`src/rtl/wdog_pkg.sv`:
```
package wdog_pkg;

    typedef enum logic {
        ACT_RESET = 1'b0,
        ACT_IRQ   = 1'b1
    } act_e;

    localparam logic [7:0] CMD_CLEAR   = 8'h4E;
    localparam logic [7:0] CMD_DISABLE = 8'hB1;

    localparam int EN_BIT  = 3;
    localparam int ACT_BIT = 2;

    typedef struct packed {
        logic       en;
        act_e       act;
        logic       lock;
        logic [1:0] sel;
        logic       active;
    } ctrl_s;

endpackage

```
`src/rtl/wdog_regs.sv`:
```
module wdog_regs
    import wdog_pkg::*;
#(
    parameter int          ADDR_W   = 8,
    parameter logic [7:0]  CTRL_OFS = 8'h34,
    parameter logic [7:0]  CMD_OFS  = 8'h35
) (
    input  logic              clk,
    input  logic              rst_n,
    input  logic              we,
    input  logic [ADDR_W-1:0] addr,
    input  logic [7:0]        wdata,
    output logic [7:0]        rdata,
    output logic              en,
    output act_e              act,
    output logic [1:0]        sel,
    output logic              active,
    output logic              clear
);

    ctrl_s st_d, st_q;
    logic  wr_ctrl, wr_cmd;

    always_comb begin
        wr_ctrl = we && (addr == ADDR_W'(CTRL_OFS));
        wr_cmd  = we && (addr == ADDR_W'(CMD_OFS));
        st_d    = st_q;
        clear   = 1'b0;
        if (wr_ctrl) begin
            st_d.en  = wdata[EN_BIT];
            st_d.sel = wdata[1:0];
            if (!st_q.lock) begin
                st_d.act  = act_e'(wdata[ACT_BIT]);
                st_d.lock = 1'b1;
            end
            if (wdata[EN_BIT]) begin
                st_d.active = 1'b1;
                if (!st_q.active) clear = 1'b1;
            end
            if (wdata[1:0] != st_q.sel) clear = 1'b1;
        end
        if (wr_cmd) begin
            if (wdata == CMD_CLEAR) clear = 1'b1;
            if (wdata == CMD_DISABLE && !st_q.en) st_d.active = 1'b0;
        end
    end

    always_ff @(posedge clk or negedge rst_n) begin
        if (!rst_n) begin
            st_q <= '{en: 1'b1, act: ACT_RESET, lock: 1'b0, sel: 2'b00, active: 1'b1};
        end else begin
            st_q <= st_d;
        end
    end

    assign rdata  = (addr == ADDR_W'(CTRL_OFS)) ?
                    {4'b0000, st_q.en, st_q.act, st_q.sel} : 8'h00;
    assign en     = st_q.en;
    assign act    = st_q.act;
    assign sel    = st_q.sel;
    assign active = st_q.active;


    act_lock_chk: assert property (@(posedge clk) disable iff (!rst_n)
        st_q.lock |=> $stable(st_q.act));


    en_active_chk: assert property (@(posedge clk) disable iff (!rst_n)
        st_q.en |-> st_q.active);

endmodule

```
`src/rtl/wdog_counter.sv`:
```
module wdog_counter #(
    parameter int HI_MAX = 23,
    parameter int LO_MAX = 15,
    parameter int CNT_W  = HI_MAX
) (
    input  logic       clk,
    input  logic       rst_n,
    input  logic       active,
    input  logic [1:0] sel,
    input  logic       slow_mode,
    input  logic       slow_tick,
    input  logic       clear,
    output logic       ovf
);

    localparam int NTAP = 4;

    typedef struct packed {
        logic [CNT_W-1:0] cnt;
        logic             src;
    } cnt_s;

    cnt_s st_d, st_q;
    logic [CNT_W-1:0] hi_top [NTAP];
    logic [CNT_W-1:0] lo_top [NTAP];
    logic [CNT_W-1:0] top;
    logic             restart, step;

    for (genvar g = 0; g < NTAP; g++) begin : g_tap
        localparam int HS = HI_MAX - 2 * g;
        localparam int LS = LO_MAX - 2 * g;
        assign hi_top[g] = CNT_W'((64'd1 << HS) - 64'd1);
        assign lo_top[g] = CNT_W'((64'd1 << LS) - 64'd1);
    end

    always_comb begin
        top     = slow_mode ? lo_top[sel] : hi_top[sel];
        restart = clear || !active || (slow_mode != st_q.src);
        step    = slow_mode ? slow_tick : 1'b1;
        st_d     = st_q;
        st_d.src = slow_mode;
        ovf      = 1'b0;
        if (restart) begin
            st_d.cnt = '0;
        end else if (step) begin
            if (st_q.cnt >= top) begin
                st_d.cnt = '0;
                ovf      = 1'b1;
            end else begin
                st_d.cnt = st_q.cnt + 1'b1;
            end
        end
    end

    always_ff @(posedge clk or negedge rst_n) begin
        if (!rst_n) begin
            st_q <= '{cnt: '0, src: 1'b0};
        end else begin
            st_q <= st_d;
        end
    end


    ovf_wrap_chk: assert property (@(posedge clk) disable iff (!rst_n)
        ovf |=> (st_q.cnt == '0));


    stop_hold_chk: assert property (@(posedge clk) disable iff (!rst_n)
        !active |=> (st_q.cnt == '0));

endmodule

```
`src/rtl/wdog_action.sv`:
```
module wdog_action
    import wdog_pkg::*;
(
    input  logic clk,
    input  logic rst_n,
    input  logic ovf,
    input  act_e act,
    input  logic irq_ack,
    output logic rst_req,
    output logic irq
);

    typedef struct packed {
        logic rst_req;
        logic irq;
    } out_s;

    out_s st_d, st_q;

    always_comb begin
        st_d.rst_req = ovf && (act == ACT_RESET);
        st_d.irq     = (st_q.irq && !irq_ack) || (ovf && (act == ACT_IRQ));
    end

    always_ff @(posedge clk or negedge rst_n) begin
        if (!rst_n) begin
            st_q <= '0;
        end else begin
            st_q <= st_d;
        end
    end

    assign rst_req = st_q.rst_req;
    assign irq     = st_q.irq;


    rst_pulse_chk: assert property (@(posedge clk) disable iff (!rst_n)
        st_q.rst_req |=> !st_q.rst_req);


    irq_sticky_chk: assert property (@(posedge clk) disable iff (!rst_n)
        (st_q.irq && !irq_ack) |=> st_q.irq);


    irq_quiet_chk: assert property (@(posedge clk) disable iff (!rst_n)
        (act == ACT_RESET) |=> !$rose(st_q.irq));

endmodule

```
`src/rtl/wdog_top.sv`:
```
module wdog_top
    import wdog_pkg::*;
#(
    parameter int         HI_MAX   = 23,
    parameter int         LO_MAX   = 15,
    parameter logic [7:0] CTRL_OFS = 8'h34,
    parameter logic [7:0] CMD_OFS  = 8'h35
) (
    input  logic       clk,
    input  logic       rst_n,
    input  logic       slow_mode,
    input  logic       slow_tick,
    input  logic       bus_we,
    input  logic [7:0] bus_addr,
    input  logic [7:0] bus_wdata,
    output logic [7:0] bus_rdata,
    input  logic       irq_ack,
    output logic       wdt_rst_req,
    output logic       wdt_irq
);

    localparam int CNT_W = HI_MAX;

    logic       en, active, clear, ovf;
    act_e       act;
    logic [1:0] sel;

    wdog_regs #(
        .ADDR_W   (8),
        .CTRL_OFS (CTRL_OFS),
        .CMD_OFS  (CMD_OFS)
    ) u_regs (
        .clk    (clk),
        .rst_n  (rst_n),
        .we     (bus_we),
        .addr   (bus_addr),
        .wdata  (bus_wdata),
        .rdata  (bus_rdata),
        .en     (en),
        .act    (act),
        .sel    (sel),
        .active (active),
        .clear  (clear)
    );

    wdog_counter #(
        .HI_MAX (HI_MAX),
        .LO_MAX (LO_MAX),
        .CNT_W  (CNT_W)
    ) u_counter (
        .clk       (clk),
        .rst_n     (rst_n),
        .active    (active),
        .sel       (sel),
        .slow_mode (slow_mode),
        .slow_tick (slow_tick),
        .clear     (clear),
        .ovf       (ovf)
    );

    wdog_action u_action (
        .clk     (clk),
        .rst_n   (rst_n),
        .ovf     (ovf),
        .act     (act),
        .irq_ack (irq_ack),
        .rst_req (wdt_rst_req),
        .irq     (wdt_irq)
    );


    stopped_quiet_chk: assert property (@(posedge clk) disable iff (!rst_n)
        (!active && !en) |=> !$rose(wdt_rst_req));

endmodule

```
`config.mk`:
```
export PLATFORM = sky130hd
export DESIGN_NAME = wdog_top
export DESIGN_NICKNAME = d
export VERILOG_FILES = /design/src/rtl/wdog_pkg.sv /design/src/rtl/wdog_regs.sv /design/src/rtl/wdog_counter.sv /design/src/rtl/wdog_action.sv /design/src/rtl/wdog_top.sv
export SDC_FILE = /design/constraint.sdc
export NUM_CORES = 1
export LEC_CHECK = 0
export ABC_AREA = 1
export BUFFER_PORTS_ARGS = -buffer_cell sky130_fd_sc_hd__buf_2
export CORE_MARGIN = 3
export CORE_UTILIZATION = 45
export DETAILED_ROUTE_END_ITERATION = 6
export GPL_ROUTABILITY_DRIVEN = 0
export GPL_TIMING_DRIVEN = 0
export PLACE_DENSITY = 0.63
export SYNTH_ARGS = -nofsm -noshare
export SYNTH_HDL_FRONTEND = slang
export SYNTH_SLANG_ARGS = --single-unit
```
`constraint.sdc`:
```
create_clock -name clk -period 5.5 [get_ports clk]
set_input_delay 0.55 -clock clk [delete_from_list [all_inputs] [get_ports clk]]
set_output_delay 0.55 -clock clk [all_outputs]
set_load 0.1 [all_outputs]
```
---- Word level (Yosys, flattened, before mapping) ----
Cells that the tools add are included.
word-level totals
  input port bits ......................... 22
  logic and storage cells ................. 60
  output and inout port bits .............. 10
  register bits after elaboration ......... 32
cells by class
  magnitude comparators ................... 2
  bitwise operators ....................... 3
  equal/unequal tests ..................... 6
  reduce and logical (&&, ||, !) cells .... 14
  multiplexer cells ....................... 25
  $add $sub $neg .......................... 1
operators with widths
  cell                                                              number
  23-bit 2-to-1 mux                                                 8
  23-bit binary-select mux with 2-bit select                        2
  23-bit by 1-bit adder with 23-bit output (second input constant)  1
  23-bit >= comparator                                              1
  8-bit by 6-bit == test with 1-bit output (second input constant)  2
  1-bit 2-to-1 mux                                                  14
  8-bit by 7-bit == test with 1-bit output (second input constant)  1
  8-bit == test (second input constant)                             1
  1-bit logical AND                                                 6
  4-bit 2-to-1 mux                                                  1
  3-bit >= comparator (second input constant)                       1
  1-bit zero test                                                   3
  1-bit logical OR                                                  3
  2-bit inverter with 3-bit output                                  1
  2-bit inequality test                                             1
  1-bit inverter                                                    2
  2-bit AND reduction                                               1
  2-bit nonzero test                                                1
  1-bit inequality test                                             1

---- Logic depth before layout (Yosys ltp) ----
  depth in word-level cells ............... 11
  mapped depth ............................ 16
  depth with buffers taken out ............ 14

---- Cells and area by module ----
Synthesis repeated with hierarchy kept, for this count alone.
second synthesis, totals
  cells, all modules ...................... 375
  area total of the unflattened synthesis .. 2676.3 sq um
modules (own cells, without submodules)
  module        seq. area each (sq um)  area each (sq um)  instances  cells an instance
  wdog_counter  600.6                   2108.3             1          290
  wdog_regs     152.6                   495.5              1          77
  wdog_action   50.0                    72.6               1          8

---- Worst setup path after synthesis ----
OpenSTA, ideal clock, no wires.
  kind .................................... in2out
  from .................................... input port bus_addr[1]
  to ...................................... output port bus_rdata[0]
  data required time ...................... 4950 ps
  path slack .............................. 2811 ps
  arrival ................................. 2139 ps
  stages on the path ...................... 5
  path buffers ............................ 0
  cells stage by stage .................... inv_1 -> nand2_1 -> nor2_1 -> nand2_1 -> nor2_1
between the ends
  cells in the longest elaborated chain, start to end .. 2
ends and longest elaborated chain
  element                                   RTL line         text
  from (decl)                               wdog_top.sv:14   input logic [7:0] bus_addr,
  8-bit by 6-bit == test with 1-bit output  wdog_regs.sv:56  assign rdata = (addr == ADDR_W'(CTRL_OFS)) ?
  4-bit 2-to-1 mux                          wdog_regs.sv:56
  to (decl)                                 wdog_top.sv:16   output logic [7:0] bus_rdata,
Every way passes these cells.

---- Final worst setup path ----
  from .................................... input port slow_mode
  to ...................................... register u_counter.st_q[4] (netlist name)
between the ends
  cells in the longest elaborated chain, start to end .. 5
  elaborated cells between the ends (all ways) .. 9
  those cells by class .................... 1 x order compare; 1 x eq/ne; 5 x mux; 2 x reduce/logical
ends and longest elaborated chain
  element               RTL line            text
  from (decl)           wdog_top.sv:11      input logic slow_mode,
  23-bit 2-to-1 mux     wdog_counter.sv:37  top = slow_mode ? lo_top[sel] : hi_top[sel];
  23-bit >= comparator  wdog_counter.sv:46  if (st_q.cnt >= top) begin
  23-bit 2-to-1 mux     wdog_counter.sv:46
  23-bit 2-to-1 mux     wdog_counter.sv:45  end else if (step) begin
  23-bit 2-to-1 mux     wdog_counter.sv:43  if (restart) begin
  to (signal assigned)  wdog_counter.sv:57  st_q <= '{cnt: '0, src: 1'b0};
  to (signal assigned)  wdog_counter.sv:59  st_q <= st_d;
  to (decl)             wdog_counter.sv:23  cnt_s st_d, st_q;
Several ways; a longest one is shown, not always the timed one. The select of a mux whose other input is x is not followed.
A chain may end at the register's enable or synchronous reset.

==> summary.md <==
| Metric | Value |
|---|---|
| Status | completed |
| Vias | around 2300 |
| Total grt overflow | 0 |
| Vias per cell | around 4.8 |
| Antenna diodes | 0 |
| Clock network fraction of design power | 36.3% |
| CTS buffer count | 5 |
| Count of final hold-check violations | 0 |
| H-tree levels | 2 |
| Setup violators final | 0 |
| DIE HEIGHT | a little under 80 µm |
| Critical-path maximum fanout | 10 |
| Worst hold slack | about 0.31 ns |
| Yosys warning count | 0 |
| Area share of the largest cell type after synthesis | 30.8% |
| Crit path time final | roughly 2.2 ns |
| Top_reg_cell synth | dfrtp_1 |
| Design Power | 532 µW |
| Antenna violations before repair | 0 |
| Pleak | about 0.0015 µW |
| Register share of total power | between 40% and 50% |
| F_max | about 450 MHz |
| R2R setup slack | around 3.3 ns |
| Initial Utilization | a little under half |
| Psw | 161 µW |
| Area delta synth->final | 13.4% |
| Maxcap violations | 0 |
| Clock Tree Buf Depth | 2 |
| WP data required | approximately 5.7 ns |
| CTS tree | built |
| WP data arrival | 2.42 ns |
| Top post-synthesis cells by count | nand2_1 (117), inv_1 (54), nand3_1 (36) |
| Sink Count | 32 |
| Post-synth EDFFs | 0 |
| First-pass GRT wire length | between 9 and 10 mm |
| Worst setup margin | between 3 and 4 ns |
| Fillcell total | 520 |
| Largest area contributor in the netlist | dfrtp_1 |
| Yosys reg bits | 32 |
| Power Internal | between 300 and 400 µW |
| Most common cell in the netlist | nand2_1 |
| Skew-Pair Late Insertion Delay | 0.29 ns |
| Core area | a little over 0.005 mm² |
| Startpoint types | input pin |
| Mapped Area | between 0.002 and 0.0025 mm² |
| Element type at the critical path end | flop |
| Worst clock skew | ~0.0057 ns |
| Sw Share | a little over 30% |
| Post-CTS setup buffer count | 0 |
| Setup CP Type | input pin to flop |
| Die W | roughly 80 µm |
| Pin count of the biggest net entering global routing | 33 |
| Root buf cell | clkbuf_8 |
| Syn Area/Cell | around 6.7 µm² |
| Cts repair resizes | 0 |
| Seq/Total Area, Yosys | about a third |
| Vias in the first global route | 2152 |
| Relative slew slack | 51.2% |
| Final ANT Viol Nets | 0 |
| Main area contributors after synthesis | dfrtp_1 (31%), nand2_1 (18%), inv_1 (8.3%) |
| RSZ-0062 raised after global routing | false |
| Layout cells sized above 1 | between 20 and 25% |
| Max-slew violation count | 0 |
| Hold buffers post-CTS | 0 |
| Tcrit/Tclk final | 40.7% |
| Iteration count of the initial detailed-routing pass | 4 |
| PortBufs | 27 |
| Max IR drop VDD | 0.129 mV |
| Detailed Route WL | 5.58 mm |
| Combinational power share | between 10% and 20% |
| I/O pin total | 32 |
| Post-synth ARST share | between 90% and 100% |
| Post-layout nets | between 400 and 500 |
| Pre-CTS setup slack | between 2 and 3 ns |
| HPWL Detailed | between 4 and 5 mm |
| Clock transition at path regs | 0.07 ns |
| P per Cell Area | between 150 and 200 mW/mm² |
| Initial DRC Count | 140 |
| Die area | around 0.0063 mm² |
| Distinct cells, synth | 27 |
| Least-Margin Pin Slew | about 0.73 ns |
| DRC viols | 0 |
| Routed len/inst | between 10 and 15 µm |
| Cells after Synth | around 360 |
| Setup TNS | 0 ns |
| Core Rows | 26 |
| Hold Crit Class | input pin to asynchronous set/reset pin |
| GRT Total Usage | between 10% and 20% |
[layer usage]
| layer | part of all wire (%) | global-route usage, % | wire length [µm] | vias up |
|---|---|---|---|---|
| met4 | 0.95 | 6.01 | 53 | 0 |
| li1 | - | - | - | 1208 |
| met1 | 46 | 26.5 | 2540 | 1019 |
| met5 | 0 | 0 | 0 | - |
| met2 | 49 | 31.1 | 2710 | 41 |
| met3 | 4.9 | 3.84 | 273 | 4 |
[final timing paths]
kind | from | end | cells past startpoint
min reg2reg | u_regs.act | u_action.rst_req | 1
max in group asynchronous | rst_n | u_counter.st_q[22] | 1
max reg2reg | u_regs.sel[0] | u_counter.st_q[4] | 15
min | rst_n | u_regs.sel[1] | 1
min in group clk | u_regs.act | u_action.rst_req | 1
max | slow_mode | u_counter.st_q[4] | 17
[cells by family (layout without fill, tap and decap cells)]
logic type / count (synthesis) / after routing / synth area share [%]
compound gates: 18 / 18 / 3.96
xor+xnor: 2 / 2 / 0.720
fa+ha+maj: 9 / 9 / 4.62
buf+inv: 69 / 104 / 13.4
flops: 32 / 32 / 33.0
other cells: 1 / 4 / 0.154
simple gates: 233 / 233 / 44.1
[worst max-delay path, stage by stage]
cell     delay (ns)
buf_2          0.13
buf_6          0.13
inv_1          0.11
nand3_1        0.12
ha_1           0.32
nand2_1        0.07
nor2_1         0.13
nand3_1        0.11
nor2_1         0.10
nand3_1        0.08
nand2_1        0.09
inv_1          0.05
nand3_1        0.09
nand2_2        0.05
inv_2          0.08
buf_8          0.16
nor2_1         0.05
[power by group through the flow]
stage / Sequential (µW) / Combinational (µW) / Clock, µW
after global placement: 251 / 93.2 / 0
after global routing: 247 / 103 / 208
after CTS: 246 / 94.3 / 199
final: 246 / 92.9 / 193
after detailed placement: 251 / 94.0 / 0
after floorplan: 250 / 66.6 / 0
[final cells by class]
| class | count | area (µm²) | area share (%) |
|---|---|---|---|
| sequential | 32 | 803 | 29.1 |
| inverter | 58 | 218 | 7.88 |
| multi-input combinational | 266 | 1320 | 47.7 |
| clock buffer | 6 | 82.6 | 2.99 |
| buffer | 11 | 109 | 3.94 |
| clock inverter | 2 | 10.0 | 0.362 |
| tap | 70 | 87.6 | 3.17 |
| timing repair buffer | 27 | 135 | 4.89 |
[through the flow]
| step | instance area, µm² | std cells | util [%] |
|---|---|---|---|
| floorplan | 2450 | 367 | - |
| global placement | 2670 | 464 | 51.6 |
| detailed placement | 2670 | 464 | 51.6 |
| CTS | 2760 | 472 | 53.4 |
| global route | 2760 | 472 | 53.4 |
| finish | 2760 | 472 | 53.4 |
[registers in the layout, indices dropped and copies added (netlist names)]
signal            count
u_regs.active         1
u_action.irq          1
u_counter.st_q       24
u_regs.en             1
u_regs.sel            2
u_regs.st_q           1
u_regs.act            1
u_action.rst_req      1
[layout by cell type (no fill, tap or decap), types with 2 or more instances in the layout]
| cell | Yosys | routed |
|---|---|---|
| inv_1 | 54 | 54 |
| clkbuf_8 | 0 | 6 |
| clkinv_2 | 0 | 2 |
| nor4_1 | 2 | 2 |
| dfstp_2 | 2 | 2 |
| buf_6 | 3 | 3 |
| buf_4 | 6 | 6 |
| nand4_1 | 11 | 11 |
| dfrtp_1 | 30 | 30 |
| inv_2 | 4 | 4 |
| ha_1 | 9 | 9 |
| nand2_1 | 117 | 117 |
| nand2_2 | 3 | 3 |
| nand3_2 | 3 | 3 |
| buf_2 | 0 | 27 |
| a21oi_1 | 7 | 7 |
| nor3_1 | 5 | 5 |
| nand3_1 | 36 | 36 |
| buf_8 | 2 | 2 |
| o21ai_0 | 9 | 9 |
| nor2_2 | 21 | 21 |
| nor2_1 | 32 | 32 |
| conb_1 | 1 | 4 |
Note: power is estimated with default switching activity, not from simulation.
